===== src/rtl/wgp_pkg.sv =====
package wgp_pkg;

    localparam int NLAYER  = 6;
    localparam int WIN     = 5;
    localparam int CENTER  = 2;
    localparam int MASK_W  = 14;
    localparam int CNT_W   = $clog2(NLAYER + 1);
    localparam int DRIFT_W = 3;
    localparam int THR_W   = 3;
    localparam int DLY_W   = 2;

    // lowest neighbour offset used by the collision envelope on a layer
    function automatic int env_lo(input int l);
        case (l)
            0:       return 0;
            1:       return 1;
            default: return 2;
        endcase
    endfunction

    // highest neighbour offset used by the collision envelope on a layer
    function automatic int env_hi(input int l);
        case (l)
            0, 1, 2: return 2;
            3:       return 3;
            default: return 4;
        endcase
    endfunction

    // first mask bit that belongs to layer l
    function automatic int mask_base(input int l);
        int acc;
        acc = 0;
        for (int i = 0; i < l; i++) begin
            acc += env_hi(i) - env_lo(i) + 1;
        end
        return acc;
    endfunction

    function automatic logic [1:0] qual_of(input logic [CNT_W-1:0] c);
        if (c >= CNT_W'(6))      return 2'd3;
        else if (c == CNT_W'(5)) return 2'd2;
        else if (c == CNT_W'(4)) return 2'd1;
        else                     return 2'd0;
    endfunction

endpackage


===== src/rtl/wgp_oneshot.sv =====
module wgp_oneshot #(
    parameter int LEN = 6
) (
    input  logic clk,
    input  logic rst_n,
    input  logic hit_i,
    output logic str_o
);
    localparam int CW = $clog2(LEN + 1);

    typedef struct packed {
        logic          prev;
        logic [CW-1:0] cnt;
    } os_state_t;

    os_state_t s_d, s_q;

    always_comb begin
        s_d      = s_q;
        s_d.prev = hit_i;
        if (hit_i && !s_q.prev) begin
            s_d.cnt = CW'(LEN);
        end else if (s_q.cnt != '0) begin
            s_d.cnt = s_q.cnt - CW'(1);
        end
    end

    always_ff @(posedge clk) begin
        if (!rst_n) begin
            s_q <= '0;
        end else begin
            s_q <= s_d;
        end
    end

    assign str_o = (s_q.cnt != '0);

endmodule


===== src/rtl/wgp_layer_count.sv =====
module wgp_layer_count
    import wgp_pkg::*;
(
    input  logic [NLAYER*WIN-1:0] str_i,
    input  logic [MASK_W-1:0]     mask_i,
    output logic [CNT_W-1:0]      coll_cnt_o,
    output logic [CNT_W-1:0]      acc_cnt_o
);
    logic [NLAYER*WIN-1:0] sel;
    logic [NLAYER-1:0]     coll_lay;
    logic [NLAYER-1:0]     acc_lay;

    for (genvar l = 0; l < NLAYER; l++) begin : g_lay
        for (genvar k = 0; k < WIN; k++) begin : g_off
            if (k >= env_lo(l) && k <= env_hi(l)) begin : g_in
                assign sel[l*WIN+k] = str_i[l*WIN+k] & mask_i[mask_base(l) + k - env_lo(l)];
            end else begin : g_out
                assign sel[l*WIN+k] = 1'b0;
            end
        end
        assign coll_lay[l] = |sel[l*WIN +: WIN];
        assign acc_lay[l]  = str_i[l*WIN + CENTER];
    end

    always_comb begin
        coll_cnt_o = '0;
        acc_cnt_o  = '0;
        for (int l = 0; l < NLAYER; l++) begin
            coll_cnt_o = coll_cnt_o + CNT_W'(coll_lay[l]);
            acc_cnt_o  = acc_cnt_o  + CNT_W'(acc_lay[l]);
        end
    end

endmodule


===== src/rtl/wgp_trig_unit.sv =====
module wgp_trig_unit
    import wgp_pkg::*;
(
    input  logic             clk,
    input  logic             rst_n,
    input  logic [CNT_W-1:0] cnt_i,
    input  logic [THR_W-1:0] pre_thr_i,
    input  logic [THR_W-1:0] pat_thr_i,
    input  logic [DLY_W-1:0] dly_i,
    output logic             vld_o,
    output logic [1:0]       qual_o
);
    localparam logic [DRIFT_W-1:0] DRIFT_MAX = '1;

    typedef struct packed {
        logic [DRIFT_W-1:0] drift;
        logic               vld;
        logic [1:0]         qual;
    } tu_state_t;

    tu_state_t s_d, s_q;
    logic      above;

    always_comb begin
        above  = (CNT_W'(cnt_i) >= CNT_W'(pre_thr_i));
        s_d    = s_q;
        s_d.vld  = 1'b0;
        s_d.qual = 2'd0;
        if (!above) begin
            s_d.drift = '0;
        end else begin
            if (s_q.drift == DRIFT_W'(dly_i) && CNT_W'(cnt_i) >= CNT_W'(pat_thr_i)) begin
                s_d.vld  = 1'b1;
                s_d.qual = qual_of(cnt_i);
            end
            if (s_q.drift != DRIFT_MAX) begin
                s_d.drift = s_q.drift + DRIFT_W'(1);
            end
        end
    end

    always_ff @(posedge clk) begin
        if (!rst_n) begin
            s_q <= '0;
        end else begin
            s_q <= s_d;
        end
    end

    assign vld_o  = s_q.vld;
    assign qual_o = s_q.qual;

endmodule


===== src/rtl/wg_pattern_det.sv =====
module wg_pattern_det
    import wgp_pkg::*;
#(
    parameter int STRETCH = 6
) (
    input  logic                  clk,
    input  logic                  rst_n,
    input  logic [NLAYER*WIN-1:0] hits_i,
    input  logic [MASK_W-1:0]     coll_mask_i,
    input  logic [THR_W-1:0]      coll_pre_thr_i,
    input  logic [THR_W-1:0]      coll_pat_thr_i,
    input  logic [THR_W-1:0]      acc_pre_thr_i,
    input  logic [THR_W-1:0]      acc_pat_thr_i,
    input  logic [DLY_W-1:0]      drift_dly_i,
    output logic                  coll_vld_o,
    output logic [1:0]            coll_qual_o,
    output logic                  acc_vld_o,
    output logic [1:0]            acc_qual_o
);
    logic [NLAYER*WIN-1:0] stretched;
    logic [CNT_W-1:0]      coll_cnt;
    logic [CNT_W-1:0]      acc_cnt;
    logic [THR_W-1:0]      acc_pre_eff;
    logic [THR_W-1:0]      acc_pat_eff;

    for (genvar b = 0; b < NLAYER*WIN; b++) begin : g_os
        wgp_oneshot #(.LEN(STRETCH)) os_i (
            .clk   (clk),
            .rst_n (rst_n),
            .hit_i (hits_i[b]),
            .str_o (stretched[b])
        );
    end

    wgp_layer_count cnt_i (
        .str_i      (stretched),
        .mask_i     (coll_mask_i),
        .coll_cnt_o (coll_cnt),
        .acc_cnt_o  (acc_cnt)
    );

    always_comb begin
        acc_pre_eff = (acc_pre_thr_i == '0) ? coll_pre_thr_i : acc_pre_thr_i;
        acc_pat_eff = (acc_pat_thr_i == '0) ? coll_pat_thr_i : acc_pat_thr_i;
    end

    wgp_trig_unit coll_tu_i (
        .clk       (clk),
        .rst_n     (rst_n),
        .cnt_i     (coll_cnt),
        .pre_thr_i (coll_pre_thr_i),
        .pat_thr_i (coll_pat_thr_i),
        .dly_i     (drift_dly_i),
        .vld_o     (coll_vld_o),
        .qual_o    (coll_qual_o)
    );

    wgp_trig_unit acc_tu_i (
        .clk       (clk),
        .rst_n     (rst_n),
        .cnt_i     (acc_cnt),
        .pre_thr_i (acc_pre_eff),
        .pat_thr_i (acc_pat_eff),
        .dly_i     (drift_dly_i),
        .vld_o     (acc_vld_o),
        .qual_o    (acc_qual_o)
    );

endmodule


===== config.mk =====
export PLATFORM = sky130hd
export DESIGN_NAME = wg_pattern_det
export DESIGN_NICKNAME = d
export VERILOG_FILES = /design/src/rtl/wgp_pkg.sv /design/src/rtl/wgp_oneshot.sv /design/src/rtl/wgp_layer_count.sv /design/src/rtl/wgp_trig_unit.sv /design/src/rtl/wg_pattern_det.sv
export SDC_FILE = /design/constraint.sdc
export NUM_CORES = 1
export LEC_CHECK = 0
export ABC_CLOCK_PERIOD_IN_PS = 6700
export BUFFER_PORTS_ARGS = -buffer_cell sky130_fd_sc_hd__buf_2
export CAP_MARGIN = 20
export CORE_MARGIN = 5
export CORE_UTILIZATION = 58
export CTS_BUF_LIST = sky130_fd_sc_hd__clkbuf_16
export DETAILED_ROUTE_END_ITERATION = 6
export PLACE_DENSITY = 0.87
export SLEW_MARGIN = 20
export SYNTH_ARGS = -nofsm -noshare
export SYNTH_HDL_FRONTEND = slang
export SYNTH_SLANG_ARGS = --single-unit

===== constraint.sdc =====
create_clock -name clk -period 6.7 [get_ports clk]
set_input_delay 1.005 -clock clk [delete_from_list [all_inputs] [get_ports clk]]
set_output_delay 1.005 -clock clk [all_outputs]
set_load 0.1 [all_outputs]

# --- Word level (Yosys, flattened, before mapping) ---
# Cells that the tools add are included.
# Widths: inputs -> output; s select.
totals:
  wordCells: 224
  input_bits: 60
  register_bits: 68
classes:
  n_mux: 38
  order_cmp: 6
  bitwise: 15
  n_addsub: 26
  reduce_logical: 83
  eq_ne: 8
ops:
  columns: ["cell", "count"]
  rows:
  - ["$mux 3", 32]
  - ["$reduce_bool 3->1", 14]
  - ["$sub 3x1->3 const B", 14]
  - ["$reduce_or 2->1", 16]
  - ["$reduce_bool 2->1", 14]
  - ["$add 3x1->3", 8]
  - ["$logic_and 1x1->1", 16]
  - ["$and 1x1->1", 14]
  - ["$logic_not 1->1", 14]
  - ["$eq 3x3->1 const B", 4]
  - ["$ge 3x3->1", 4]
  - ["$reduce_or 3->1", 3]
  - ["$mux 2", 4]
  - ["$add 3x1->3 const B", 2]
  - ["$eq 3x2->1", 2]
  - ["$ge 3x3->1 const B", 2]
  - ["$logic_not 3->1", 2]
  - ["$ne 3x3->1 const B", 2]
  - ["$reduce_and 3->1", 2]
  - ["$add 1x1->2", 2]
  - ["$reduce_and 2->1", 2]
  - ["$mux 1", 2]
  - ["$not 1->1", 1]

# --- Logic depth before layout (Yosys ltp) ---
depth:
  ltp_word: 13
  ltp_mapped: 14

# --- By module ---
# Synthesis repeated with hierarchy kept, for this count alone.
unflattened:
  cells_unflattened: 722
  area_unflattened_um2: 6815.3
by_module_without_submodules:
  columns: ["module", "n_inst", "cells_each", "seq_area_each_um2", "area_each_um2"]
  rows:
  - ["wgp_oneshot", 30, 20, 80.1, 190.2]
  - ["wgp_trig_unit", 2, 42, 120.1, 397.9]
  - ["wgp_layer_count", 1, 26, 0.0, 241.5]
  - ["wg_pattern_det", 1, 12, 0.0, 72.6]

# --- Worst setup path before layout ---
# Ideal clock, no wire load.
synth_path:
  kind: "input-to-reg"
  startpoint: "in coll_mask_i[1]"
  endpoint: "reg coll_tu_i.s_q, in the netlist coll_tu_i.qual_o[1]"
  cell_stages: 13
  n_path_buf: 0
  arrival_ns: 3.696
  slack_ns: 2.918
  t_required_ns: 6.614
  path_cell_list: "o31ai_1 > nand3_1 > ha_1 > inv_1 > fa_1 > fa_1 > fa_1 > inv_1 > ha_1 > nand2_1 > o21ai_1 > nand4_1 > a211oi_1"
synth_between:
  elab_chain_cells: 10
  elab_cells_between_ends: 15
  classes_between: "5 x add/sub; 3 x order compare; 1 x eq/ne; 2 x mux; 1 x bitwise; 3 x reduce/logical"
synth_lines:
  columns: ["item", "line_no", "text"]
  rows:
  - ["from (decl)", "wg_pattern_det.sv:9", "input logic [MASK_W-1:0] coll_mask_i,"]
  - ["$and 1x1->1 *", "wgp_layer_count.sv:16", "assign sel[l*WIN+k] = str_i[l*WIN+k] & mask_i[mask_base(l) + k - env_lo(l)];"]
  - ["$reduce_or 3->1 *", "wgp_layer_count.sv:21", "assign coll_lay[l] = |sel[l*WIN +: WIN];"]
  - ["$add 1x1->2 *", "wgp_layer_count.sv:29", "coll_cnt_o = coll_cnt_o + CNT_W'(coll_lay[l]);"]
  - ["$add 3x1->3 * (4 in a row)", "wgp_layer_count.sv:29", null]
  - ["$ge 3x3->1 or $eq 3x3->1 (tied branches)", "wgp_trig_unit.sv:32, wgp_pkg.sv:42", null]
  - ["$logic_and 1x1->1 or $mux 2 (tied branches)", "wgp_trig_unit.sv:32, wgp_pkg.sv:42", null]
  - ["$reduce_and 3->1 (no line) or $mux 2 (tied branches)", null, null]
  - ["to (signal assigned)", "wgp_trig_unit.sv:44", "s_q <= '0;"]
  - ["to (signal assigned)", "wgp_trig_unit.sv:46", "s_q <= s_d;"]
  - ["to (decl)", "wgp_trig_unit.sv:21", "tu_state_t s_d, s_q;"]
# Mark *: on every way between the ends. The rest lies on a longest branch, timed or not.
# A chain may end at the register's enable or synchronous reset.

# --- Worst setup path in the final report ---
layout_path:
  startpoint: "in coll_mask_i[0]"
  endpoint: "reg coll_tu_i.s_q, in the netlist coll_tu_i.qual_o[1]"
# Same word-level chain as after synthesis.

==> metrics.md <==
| Metric | Value |
|---|---|
| Final min period | `a little under 4 ns` |
| Vias in the first global route | `2,646` |
| GR peak layer | `met2` |
| Largest net degree at the start of global routing | `23` |
| Synth Area in Compound Gates | `a little over a tenth` |
| Antenna violations before repair | `0` |
| Met2 GRT Util | `between 30% and 40%` |
| First-pass detailed-route iteration total | `4` |
| Fmax | `roughly 250 MHz` |
| First-pass GRT wire length | `~11,000 um` |
| Routed Antenna Nets | `0` |
| Mapped Area | `between 3000 and 4000 um2` |
| CP top delay family | `adder cells` |
| Clock power share | `between 30% and 40%` |
| Root Buffer | `clkbuf_16` |
| Crit path kind | `input pin to flip-flop` |
| HPWL after detailed placement | `approximately 4600 um` |
| RSZ-0062 raised after global routing | `no` |
| Clock Sinks | `just under 70` |
| H-tree Lvls | `3` |
| Setup bufs post-CTS | `0` |
| Final setup TNS | `0 ns` |
| Reg clk slew, reported paths | `approximately 0.050 ns` |
| Post-Synth XOR/XNOR Area | `2.235%` |
| RePlAce Congestion | `just under 0.8` |
| Post-synthesis mux area share | `approximately 1.9%` |
| Drt initial violations | `about 140` |
| Final period util | `59.16%` |
| Placement row count | `26` |
| Net Sw Frac | `32.05%` |
| Clk_lat worst skew | `about 0.33 ns` |
| Status | `finished, final reports clean` |
| Design internal power | `0.0008764 W` |
| Clk_skew | `a little under 0.005 ns` |
| Core ar. | `a little over 5000 um2` |
| Peak supply drop | `0.2532 mV` |
| Critical path endpoint category | `flip-flop` |
| Buffers added on ports | `49` |
| Library cells used by synthesis | `36` |
| Max-slew headroom | `54.78%` |
| Pins over their slew limit | `0` |
| Critical Path RT | `around 6.9 ns` |
| CTS Buf Count | `9` |
| Die ar. | `between 6000 and 7000 um2` |
| CP bufs+invs | `3` |
| CP Cell Sequence | `buf_2 -> o31ai_1 -> nand3_1 -> ha_1 -> inv_1 -> fa_1 -> fa_1 -> fa_1 -> inv_1 -> ha_1 -> nand2_1 -> o21ai_1 -> nand4_1 -> a211oi_1` |
| Sw power | `a little over 0.0004 W` |
| Critical Path Slowest Stage Cell | `fa_1` |
| Grt met3 use | `between 7 and 8%` |
| Hold Vio Cnt, Final | `0` |
| Slowest stage delay, CP | `0.52 ns` |
| Critical path peak fanout | `3` |
| Total length of routed wires | `between 6000 and 7000 um` |
| All-layer global routing usage | `between 15 and 20%` |
| Inserted Diodes | `0` |
| Most used cell, CP | `fa_1` |
| Hold-fix buffers at CTS | `0` |
| Hold Crit Class | `flip-flop to flip-flop` |
| Share of post-route cells with drive strength above 1 | `16.67%` |
| Avg Synthesized Cell Area | `about 9 um2` |
| Grt total ovfl | `0` |
| CTS tree | `done` |
| Placed cell area | `about 3400 um2` |
| Met1 Usage GRT | `20.43%` |
| Synth Register Bits | `roughly 70` |
| P per Cell Area | `346.6 nW/um2` |
| Synth Instances | `352` |
| Leak | `approximately 1.7 nW` |
| Clk buf depth | `2` |
| Syn_nets | `440` |
| Sequential share of the synthesized area | `between 40 and 50%` |
| Arrival time worst endpoint | `4.20 ns` |
| Ports | `66` |
| Via density | `roughly 5.2` |
| Nets | `491` |
| Part of the power in registers | `36.6%` |
| Comb power frac | `~28%` |
| Height of the die | `83.53 um` |
| Initial Utilization | `between 60 and 70%` |
| Measured slew at the worst slew-check pin | `0.6776 ns` |
| Post-route cell area | `between 3000 and 4000 um2` |
| Simple logic cell fraction of the synthesized area | `between 20% and 30%` |
| Width of the chip | `~84 um` |
| Setup violators final | `0` |
| Largest family of logic cells by synthesized area | `simple AND/OR/NAND/NOR gates` |
| Max Cap Viol | `0` |
| Drt wl/cell | `approximately 13 um` |
| Via count | `about 2.5k` |
| Yosys warns | `0` |
| Cts repair resizes | `0` |
| Synthesis-to-finish area growth | `18.68%` |
| Setup crit start kind | `input pin` |
| DR DRC count | `0` |
| Adder-cell share of the synthesized area | `12.61%` |
## synth_stat cells
| library cell | instances | area, um2 |
|---|---|---|
| a2111oi_4 | 1 | 27.53 |
| a211oi_1 | 1 | 7.510 |
| a21o_1 | 2 | 15.01 |
| a21oi_1 | 34 | 170.2 |
| a222oi_1 | 2 | 20.02 |
| a22oi_1 | 1 | 7.510 |
| a31oi_1 | 2 | 12.51 |
| and2_1 | 14 | 87.58 |
| and3_1 | 2 | 12.51 |
| buf_4 | 4 | 30.03 |
| clkbuf_1 | 5 | 18.77 |
| clkbuf_2 | 1 | 5.000 |
| dfxtp_1 | 68 | 1361 |
| fa_1 | 6 | 120.1 |
| ha_1 | 22 | 275.3 |
| inv_1 | 22 | 82.58 |
| mux2i_1 | 6 | 60.06 |
| nand2_1 | 22 | 82.58 |
| nand2_2 | 1 | 6.260 |
| nand2b_1 | 2 | 12.51 |
| nand3_1 | 3 | 15.01 |
| nand4_1 | 1 | 6.260 |
| nor2_1 | 60 | 225.2 |
| nor2b_1 | 28 | 175.2 |
| nor3_1 | 1 | 5.000 |
| nor3_2 | 1 | 10.01 |
| nor4_1 | 7 | 43.79 |
| nor4b_1 | 5 | 43.79 |
| o2111ai_1 | 1 | 8.760 |
| o21ai_0 | 4 | 20.02 |
| o21ai_1 | 2 | 10.01 |
| o21ai_2 | 1 | 8.760 |
| o31ai_1 | 3 | 22.52 |
| or3_1 | 9 | 56.30 |
| xnor2_1 | 2 | 17.52 |
| xor2_1 | 6 | 52.55 |
## power by group through the flow
stage,clock network (W),logic [W],registers [W]
finish,0.000455,0.000363,0.000472
global route,0.000483,0.000416,0.000478
CTS,0.000462,0.000366,0.000472
detailed placement,0,0.000362,0.000480
global placement,0,0.000337,0.000477
floorplan,0,0.000270,0.000486
## logic make-up (layout without fill, tap and decap cells)
family	count (synthesis)	after routing
adder cells (fa/ha/maj)	28	28
AO/OA/AOI/OAI	54	54
flip-flops	68	68
buffers and inverters	32	88
AND/OR/NAND/NOR	156	156
multiplexers	6	6
XOR/XNOR	8	8
## path summary, 6_finish.rpt
| kind | startpoint | to | slack, ns | cells past startpoint |
|---|---|---|---|---|
| min | g_os[2].os_i.s_q[0]$_SDFFE_PP0N_ | g_os[2].os_i.s_q[0]$_SDFFE_PP0N_ | 0.46 | 1 |
| max | coll_mask_i[0] | coll_tu_i.qual_o[1]$_SDFF_PN0_ | 2.74 | 14 |
| min reg2reg | g_os[2].os_i.s_q[0]$_SDFFE_PP0N_ | g_os[2].os_i.s_q[0]$_SDFFE_PP0N_ | 0.46 | 1 |
| max reg2reg | g_os[2].os_i.s_q[2]$_SDFFE_PN0P_ | coll_tu_i.qual_o[1]$_SDFF_PN0_ | 2.80 | 14 |
## stage by stage
step                      setup slack, ns  utilization (%)  hold slack, ns  total power, W  cells
after floorplan                     2.918                -          0.4365       0.0007562    352
final                               2.736            71.94          0.4645        0.001290    478
after detailed placement            2.427            66.30          0.4613       0.0008416    462
after CTS                           2.770            71.94          0.4705        0.001300    478
after global routing                2.571            71.94          0.4914        0.001377    478
after global placement              2.552            66.01          0.4428       0.0008143    461
## cell type report
type,instances,area [um2]
fillers,389,1451
clock buffers,9,225.2
flip-flops and latches,68,1361
repair buffers,50,260.3
inverters,22,82.58
well taps,70,87.58
multi-input cells,252,1638
clock inverters,7,66.31
## layer usage
metal | up-vias | share of wire (%)
li1 | 1275 | -
met1 | 1117 | 42
met2 | 68 | 50
met3 | 16 | 6.8
met4 | 0 | 2.0
met5 | - | 0
## placed cells by master, fill, tap and decap left out, types with 3 or more instances in the layout
cell type and count:
nand3_1 3, dfxtp_1 68, xor2_1 6, clkbuf_16 9, nor4b_1 5, ha_1 22, or3_1 9, nor2b_1 28
o31ai_1 3, inv_1 22, nor2_1 60, a21oi_1 34, nand2_1 22, fa_1 6, o21ai_0 4, buf_2 49
and2_1 14, nor4_1 7, mux2i_1 6
## registers in the layout, summed over array words and instances (netlist names)
register          count
acc_tu_i.s_q          3
acc_tu_i.vld_o        1
acc_tu_i.qual_o       2
coll_tu_i.s_q         3
coll_tu_i.vld_o       1
g_os.os_i.s_q        56
coll_tu_i.qual_o      2
(Power assumes the default switching activity.)
